<file path="config.mk">
export PLATFORM = sky130hd
export DESIGN_NAME = useq_ctrl
export DESIGN_NICKNAME = d
export VERILOG_FILES = /design/src/rtl/useq_ctrl.sv
export SDC_FILE = /design/constraint.sdc
export NUM_CORES = 1
export LEC_CHECK = 0
export ABC_AREA = 1
export BUFFER_PORTS_ARGS = -buffer_cell sky130_fd_sc_hd__buf_2
export CORE_MARGIN = 3
export CORE_UTILIZATION = 51
export DETAILED_ROUTE_END_ITERATION = 6
export PLACE_DENSITY = 0.86
export SLEW_MARGIN = 10
export SYNTH_ARGS = -nofsm -noshare
export SYNTH_HDL_FRONTEND = slang
export SYNTH_SLANG_ARGS = --single-unit
</file>
<file path="constraint.sdc">
create_clock -name clk -period 2.75 [get_ports clk]
set_input_delay 0.55 -clock clk [delete_from_list [all_inputs] [get_ports clk]]
set_output_delay 0.55 -clock clk [all_outputs]
set_load 0.01 [all_outputs]
</file>
<file path="src/rtl/useq_ctrl.sv">
module useq_ctrl #(
  parameter int CTRL_W     = 16,
  parameter int AW         = 5,
  parameter int OP_W       = 3,
  parameter int MAP_BASE   = 16,
  parameter int MAP_STRIDE = 2,
  parameter int INT_VEC    = 12
) (
  input  logic              clk,
  input  logic              rst_n,
  input  logic [OP_W-1:0]   opcode,
  input  logic              flag_z,
  input  logic              flag_v,
  input  logic              ind_bit,
  input  logic              irq,
  output logic [CTRL_W-1:0] ctrl,
  output logic [AW-1:0]     uaddr
);

  localparam int WW = CTRL_W + 2 + 3 + AW;
  localparam logic [2:0] OP_NEXT = 3'd0, OP_BR  = 3'd1, OP_MAP = 3'd2,
                         OP_CALL = 3'd3, OP_RET = 3'd4, OP_IRQ = 3'd5;

  function automatic logic [WW-1:0] uword(input logic [AW-1:0] a);
    logic [2:0]    op;
    logic [1:0]    cs;
    logic [AW-1:0] tg;
    op = OP_NEXT;
    cs = 2'd0;
    tg = '0;
    case (int'(a))
      1:  begin op = OP_BR;   cs = 2'd3; tg = AW'(4); end
      3:  begin op = OP_BR;   cs = 2'd0; tg = AW'(5); end
      5:  op = OP_IRQ;
      6:  op = OP_MAP;
      9:  op = OP_RET;
      12: begin op = OP_CALL; tg = AW'(8); end
      14: begin op = OP_BR;   cs = 2'd0; tg = '0; end
      16: begin op = OP_BR;   cs = 2'd1; tg = '0; end
      18: begin op = OP_BR;   cs = 2'd2; tg = '0; end
      20: begin op = OP_CALL; tg = AW'(8); end
      22: op = OP_RET;
      24: op = OP_IRQ;
      26: op = OP_MAP;
      28: op = 3'd6;
      17, 19, 21, 23, 25, 27, 29: begin op = OP_BR; cs = 2'd0; tg = '0; end
      default: op = OP_NEXT;
    endcase
    uword = {tg, op, cs, CTRL_W'(32'(a) * 32'h451)};
  endfunction

  logic [AW-1:0] car, nxt, inc, ret_addr;
  logic [WW-1:0] cbr;
  logic          ret_vld, cond_ok;
  logic [1:0]    w_cs;
  logic [2:0]    w_op;
  logic [AW-1:0] w_tg;

  assign w_cs  = cbr[CTRL_W +: 2];
  assign w_op  = cbr[CTRL_W+2 +: 3];
  assign w_tg  = cbr[CTRL_W+5 +: AW];
  assign inc   = car + AW'(1);
  assign ctrl  = cbr[CTRL_W-1:0];
  assign uaddr = car;

  always_comb begin
    case (w_cs)
      2'd0:    cond_ok = 1'b1;
      2'd1:    cond_ok = flag_z;
      2'd2:    cond_ok = flag_v;
      default: cond_ok = ind_bit;
    endcase
  end

  always_comb begin
    case (w_op)
      OP_BR:   nxt = cond_ok ? w_tg : inc;
      OP_MAP:  nxt = AW'(MAP_BASE) + AW'(opcode) * AW'(MAP_STRIDE);
      OP_CALL: nxt = w_tg;
      OP_RET:  nxt = ret_vld ? ret_addr : '0;
      OP_IRQ:  nxt = irq ? AW'(INT_VEC) : inc;
      default: nxt = inc;
    endcase
  end

  always_ff @(posedge clk) begin
    if (!rst_n) begin
      car      <= '0;
      cbr      <= '0;
      ret_addr <= '0;
      ret_vld  <= 1'b0;
    end else begin
      car <= nxt;
      cbr <= uword(nxt);
      if (w_op == OP_CALL) begin
        ret_addr <= inc;
        ret_vld  <= 1'b1;
      end else if (w_op == OP_RET) begin
        ret_vld  <= 1'b0;
      end
    end
  end

  p_reset_idle_r1: assert property (@(posedge clk)
    !rst_n |=> (uaddr == '0 && ctrl == '0));

  p_continue_r3: assert property (@(posedge clk) disable iff (!rst_n)
    (w_op == OP_NEXT) |=> (uaddr == $past(uaddr) + AW'(1)));

  p_map_r5: assert property (@(posedge clk) disable iff (!rst_n)
    (w_op == OP_MAP) |=> (uaddr == AW'(MAP_BASE) + AW'($past(opcode)) * AW'(MAP_STRIDE)));

  p_call_saves_r6: assert property (@(posedge clk) disable iff (!rst_n)
    (w_op == OP_CALL) |=> (ret_vld && ret_addr == $past(uaddr) + AW'(1)));

  p_empty_return_r7: assert property (@(posedge clk) disable iff (!rst_n)
    (w_op == OP_RET && !ret_vld) |=> (uaddr == '0));

  p_irq_vector_r8: assert property (@(posedge clk) disable iff (!rst_n)
    (w_op == OP_IRQ && irq) |=> (uaddr == AW'(INT_VEC)));

endmodule

</file>
# Yosys cells after proc, flatten, opt, wreduce, memory -nomap -nowiden
# Cells that the tools add are included.
# W data, S select, Z words.
[word_totals] out_inout_bits=21 regBits=37 in_bits=9 wordCells=52
[classes] eq_ne=28 mux=10 multipliers=1 n_reduce_logical=7 n_addsub=2
[op_table] operator="$eq A5 B5 Y1 const B" n=14
[op_table] operator="$pmux W5 S5" n=1
[op_table] operator="$pmux W3 S6" n=1
[op_table] operator="$mul A5 B11 Y16 const B" n=1
[op_table] operator="$eq A5 B4 Y1 const B" n=3
[op_table] operator="$mux W5" n=3
[op_table] operator="$pmux W4 S3" n=1
[op_table] operator="$reduce_or A12 Y1" n=1
[op_table] operator="$eq A5 B3 Y1 const B" n=2
[op_table] operator="$reduce_or A2 Y1" n=4
[op_table] operator="$eq A3 B2 Y1 const B" n=2
[op_table] operator="$eq A3 B3 Y1 const B" n=2
[op_table] operator="$pmux W2 S3" n=1
[op_table] operator="$add A5 B1 Y5 const B" n=1
[op_table] operator="$add A5 B4 Y5 const A" n=1
[op_table] operator="$eq A5 B1 Y1 const B" n=1
[op_table] operator="$eq A5 B2 Y1 const B" n=1
[op_table] operator="$eq A3 B1 Y1 const B" n=1
[op_table] operator="$pmux W1 S3" n=1
[op_table] operator="$eq A2 B1 Y1 const B" n=1
[op_table] operator="$eq A2 B2 Y1 const B" n=1
[op_table] operator="$logic_not A2 Y1" n=1
[op_table] operator="$mux W1" n=2
[op_table] operator="$reduce_bool A2 Y1" n=1

# Logic depth before layout (Yosys ltp)
[depth] depth_word=7 ltp_mapped=20 depth_no_buf=20

# Least setup slack after synthesis
# OpenSTA, ideal clock, no wires.
[synth_timing] path_kind="input -> register" from="in ind_bit" to="reg cbr[14]" arrival_time_ns=2.864 setup_slack_ns=-0.245 path_buffers=0 required_ns=2.619 setup_ns=0.131 stages=18 path_cell_list="nand2_1 -> nand3_1 -> nand2_1 -> nand2_1 -> nand2_4 -> a21oi_4 -> inv_4 -> ha_1 -> ha_1 -> fa_1 -> ha_1 -> nand2_1 -> o21ai_0 -> nand2_1 -> inv_1 -> nand2_1 -> o21ai_0 -> a21oi_1"
[synth_via] elab_chain_cells=4
[synth_lines] item="start, declared" line_no="14" text="input logic ind_bit,"
[synth_lines] item="$pmux W1 S3" line_no="67" text="case (w_cs)"
[synth_lines] item="$mux W5" line_no="77" text="OP_BR: nxt = cond_ok ? w_tg : inc;"
[synth_lines] item="$pmux W5 S5" line_no="76" text="case (w_op)"
[synth_lines] item="via nxt[4]" line_no="52" text="logic [AW-1:0] car, nxt, inc, ret_addr;"
[synth_lines] item="$mul A5 B11 Y16" line_no="49" text="uword = {tg, op, cs, CTRL_W'(32'(a) * 32'h451)};"
[synth_lines] item="end signal, assigned" line_no="94" text="cbr <= uword(nxt);"
[synth_lines] item="end, declared" line_no="53" text="logic [WW-1:0] cbr;"
# The timed path passes the listed nets, and every way through them passes these cells.
# A chain may end at the register's enable or synchronous reset.

# Worst setup path after layout
[layout_timing] from="reg cbr[19]" to="reg cbr[13]"
[layout_via] elab_chain_cells=3 elab_cells_between_ends=7 classes_between="1 x mul; 5 x eq/ne; 1 x mux"
[layout_lines] item="$eq A3 B3 Y1, or another cell as far along" line_no="76"
[layout_lines] item="$pmux W5 S5 *" line_no="76"
[layout_lines] item="via nxt[2]" line_no="52"
[layout_lines] item="$mul A5 B11 Y16 *" line_no="49"
# The timed path passes the listed nets; every way through them passes the cells marked *.

==> impl.org <==
** STA
- Clock skew on the completed layout was measured at 0.00267 ns.
- For the pin with the worst max-slew slack, the measured transition is 0.484 ns.
- Measured against its own limit, the worst slew margin works out to 0.677.
- Final setup viols :: 1
- In the finished design, the share of the clock period the worst path needs comes to 1.00.
- Final critical delay including setup and external delays :: 2.76 ns
- The number of max-slew violations in the final report is 0.
- Timing would allow up to 0.363 GHz.
- Once routing completed, OpenROAD measured the worst setup slack at -0.00637 ns.
- The final hold violation count is 0.
- Setup total negative slack on the finished layout was measured at -0.00637 ns.

** Placed design
- Input and output buffers added on the ports amount to 29.
- At the end of routability-driven placement, the weighted congestion stood at 0.880.
- Placed wire-length estimate :: 3020 um

** Cells and area
- For this run, the post-layout net count is 325.
- Fillers :: 222
- The area growth from synthesis to layout is 30.3%.
- For this run, the share of the core covered by cells in the final layout is 0.715.
- In the final layout, the share of cells above drive strength 1 is 0.414.
- Antenna diodes :: 0

** Synth
- Synthesis Warnings :: 0
- Counting instances in the post-synthesis netlist gives the leading cell types as nand2_1 (57), inv_1 (32), dfxtp_1 (31).
- Most frequent cell after synthesis :: nand2_1
- Synthesized area :: 1890 um2
- After synthesis, the cell types taking the most area are dfxtp_1 (33%), nand2_1 (11%), buf_4 (8.0%).
- The most used flip-flop cell after synthesis is dfxtp_1.
- Counting flops with an async set or reset pin after synthesis yields a share of 0.
- Syn Nets :: 284
- dfxtp_1 takes more of the synthesized area than any other cell.
- After synthesis, the mean cell area works out to 7.21 um2.
- Synthesis produced 262 cells.
- Yosys mapped the design onto 33 distinct sky130hd cell types.
- The synthesized design contains 0 enable-type register cells.
- Seq/Total Area, Yosys :: 0.329
- Flops & latches, synth :: 31
- The share of synthesized area in the top cell type comes to 0.329.

** Worst setup path
- On the critical path, the stage with the largest delay is an instance of dfxtp_4.
- Walking the worst path, the cells encountered are inv_2 -> nand3_1 -> nand2_1 -> inv_1 -> nand2_1 -> nand2_2 -> nand3_4 -> ha_4 -> ha_4 -> fa_2 -> ha_4 -> nand2_4 -> a21oi_2 -> or2_4 -> nand2_2 -> nand2_1 -> nand2_1 -> a21oi_2.
- Number of buffers and inverters on the critical path :: 2
- Startpoint types :: flop
- Arr. time, crit path :: 2.93 ns
- The worst setup path is of the reg2reg kind.
- For the worst setup path, the data required time is 2.92 ns.
- On the worst path, the slowest cell contributes a delay of 0.37 ns.
- Critical Path Source :: cbr[19]$_SDFF_PN0_
- Broken down by cell family, the worst path's largest delay share belongs to simple AND/OR/NAND/NOR gates.
- Kind of capture point of the worst setup path :: flop
- The startpoint identified for the worst register-to-register timing path is cbr[19]$_SDFF_PN0_.
- Most used cell, CP :: nand2_1
- Of all nets on the critical path, the largest fanout is 4.

** Route
- Antenna violation net count after detailed routing :: 0
- Detailed-route vias per instance :: 5.16
- Number of vias in the routed layout :: 1807
- Dividing the detail-routed wire length by the instance count gives 14.0 um.
- Summed over all layers, the routed wires come to 4900 um.
- After detailed routing, the number of remaining DRC violations is 0.
- Number of DRC markers after the initial detailed-route iteration :: 131
- The pre-antenna-repair detailed-routing pass consisted of 4 iterations.

** Floorplan
- Height of the die :: 66.8 um
- Pin placement for this block handled 30 I/O pins.
- The die covers 4470 um2.
- The die is 66.8 um wide.
- Initial Util :: 0.549
- In this run the core area contains 21 standard-cell rows.
- The core region is 3440 um2.

** Power
- Power share of the clock group :: 0.132
- Internal portion of total power :: 1.45 mW
- The share of total power dissipated in sequential elements is 0.258.
- Sw frac :: 0.435
- Peak supply drop :: 0.000488 V
- Comb pwr share :: 0.609
- P_sw :: 1.11 mW
- In this run the static leakage power is 1.28 nW.
- P per Cell Area :: 1040 nW/um2

** Clocking
- CTS tree :: yes
- The clock passes through at most 2 buffers.
- The H-tree was split into 2 levels.
- Root cell of the clock tree :: clkbuf_8
- Counting every sink on the clock net gives 31.
- After clock tree synthesis, the clock-pin slew on the worst setup and hold paths is 0.06 ns.
- Clock latency of the later-clocked register in the worst-skew pair :: 0.28 ns
- TritonCTS created 5 clock buffers.

** Outcome
- The checks that failed: setup timing.
- The run finished, with violations left.

** GRT
- For this run, global-route usage on met3 was measured as 0.0540.
- Via count of the first global-routing pass :: 1592
- The initial antenna violation count was 0.
- Total global-route track usage :: 0.204
- Pin count of the biggest net entering global routing :: 19
- Global routing met1 resource utilization :: 0.217
- The first global-routing pass estimated 6800 um of wire.
- After global routing, the most crowded layer is met2.
- Total overflow reported by the global router :: 0
- For this run, global-route usage on met2 was measured as 0.349.

** Min path
- Type of the tightest min-delay check :: reg2reg
- Worst min-delay path startpoint :: ret_vld$_SDFFE_PN0P_

** Run
- The tool flagged a number of max-cap violations equal to 0.
## per-layer routing
metal,routed length (um),vias up
met3,291,16
met5,0,-
met1,1930,835
met4,197,0
li1,-,895
met2,2490,61
## layout by cell type, fill, tap and decap left out, types with 2 or more instances in the layout
cell and instances:
ha_2 2, clkbuf_1 2, ha_1 4, nand3_1 18, buf_2 29, o21ai_0 8, dfxtp_2 3, buf_4 28
clkbuf_8 5, ha_4 6, inv_2 3, a21oi_2 3, nor2_1 22, dfxtp_1 24, inv_4 2, o21ai_1 3
inv_1 30, nand2_1 47, dfxtp_4 4, nand2_2 10, nand3_4 3, xnor2_2 2, nand3_2 3, nor3_1 3
nor2_4 3, o21ai_2 2, nor2_2 6, a21oi_1 12, nand2_4 5
## stage by stage
stage / area (um2) / setup slack, ns / power (mW) / std cells / hold WS (ns)
after floorplan: 1960 / -0.0892 / 1.58 / 262 / 0.455
after global placement: 2180 / -0.0593 / 1.92 / 338 / 0.469
after detailed placement: 2180 / -0.135 / 1.94 / 338 / 0.480
after CTS: 2270 / 0.0248 / 2.30 / 346 / 0.489
after global routing: 2460 / -0.101 / 2.76 / 350 / 0.552
final: 2460 / -0.00637 / 2.56 / 350 / 0.522
## worst reg2reg max path: cells and delay by family, from the launching register on
kind | cells | cell delay (ns)
AOI/OAI and AO/OA | 2 | 0.08
adders and majority gates | 4 | 0.94
buffers and inverters | 2 | 0.14
DFF | 1 | 0.37
and+or+nand+nor | 10 | 1.11
## power by group through the flow
stage	Clock, mW	Combinational [mW]	Sequential (mW)
floorplan	0	0.955	0.629
global placement	0	1.29	0.629
CTS	0.344	1.32	0.628
global route	0.366	1.72	0.674
finish	0.339	1.56	0.662
detailed placement	0	1.31	0.633
## final timing paths
kind / to / slack [ns] / depth (start not counted)
setup / recovery: cbr[13]$_SDFF_PN0_ / -0.006 / 18
hold / removal: ret_vld$_SDFFE_PN0P_ / 0.52 / 2
setup reg to reg: cbr[13]$_SDFF_PN0_ / -0.006 / 18
hold reg to reg: ret_vld$_SDFFE_PN0P_ / 0.52 / 2
## layout make-up
class,count,area [um2],area share
clock buffer,7,76.3,0.0310
timing repair buffer,57,355,0.144
tap,46,57.6,0.0234
inverter,35,136,0.0554
multi-input combinational,173,1190,0.484
clock inverter,1,5.00,0.00203
sequential,31,639,0.260
## repair_timing
| item | in CTS | in global routing |
|---|---|---|
| setup buffers | 0 | 4 |
| resized for setup | 4 | 42 |
| pin swaps | 0 | 16 |
| hold buffers | 0 | 0 |
| setup endpoints to repair | 2 | 7 |
## registers in the layout, indices dropped and copies added (netlist names)
signal,flops
ret_addr,5
uaddr,5
cbr,20
ret_vld,1
## kinds of logic (layout without fill, tap and decap cells)
| kind of cell | Yosys count | after routing | share of synthesized area |
|---|---|---|---|
| AO/OA/AOI/OAI | 34 | 34 | 0.106 |
| XOR/XNOR | 3 | 3 | 0.0139 |
| adder cells (fa/ha/maj) | 13 | 13 | 0.0901 |
| buffers and inverters | 58 | 100 | 0.157 |
| flip-flops | 31 | 31 | 0.329 |
| AND/OR/NAND/NOR | 123 | 123 | 0.304 |
(Power assumes the default switching activity.)
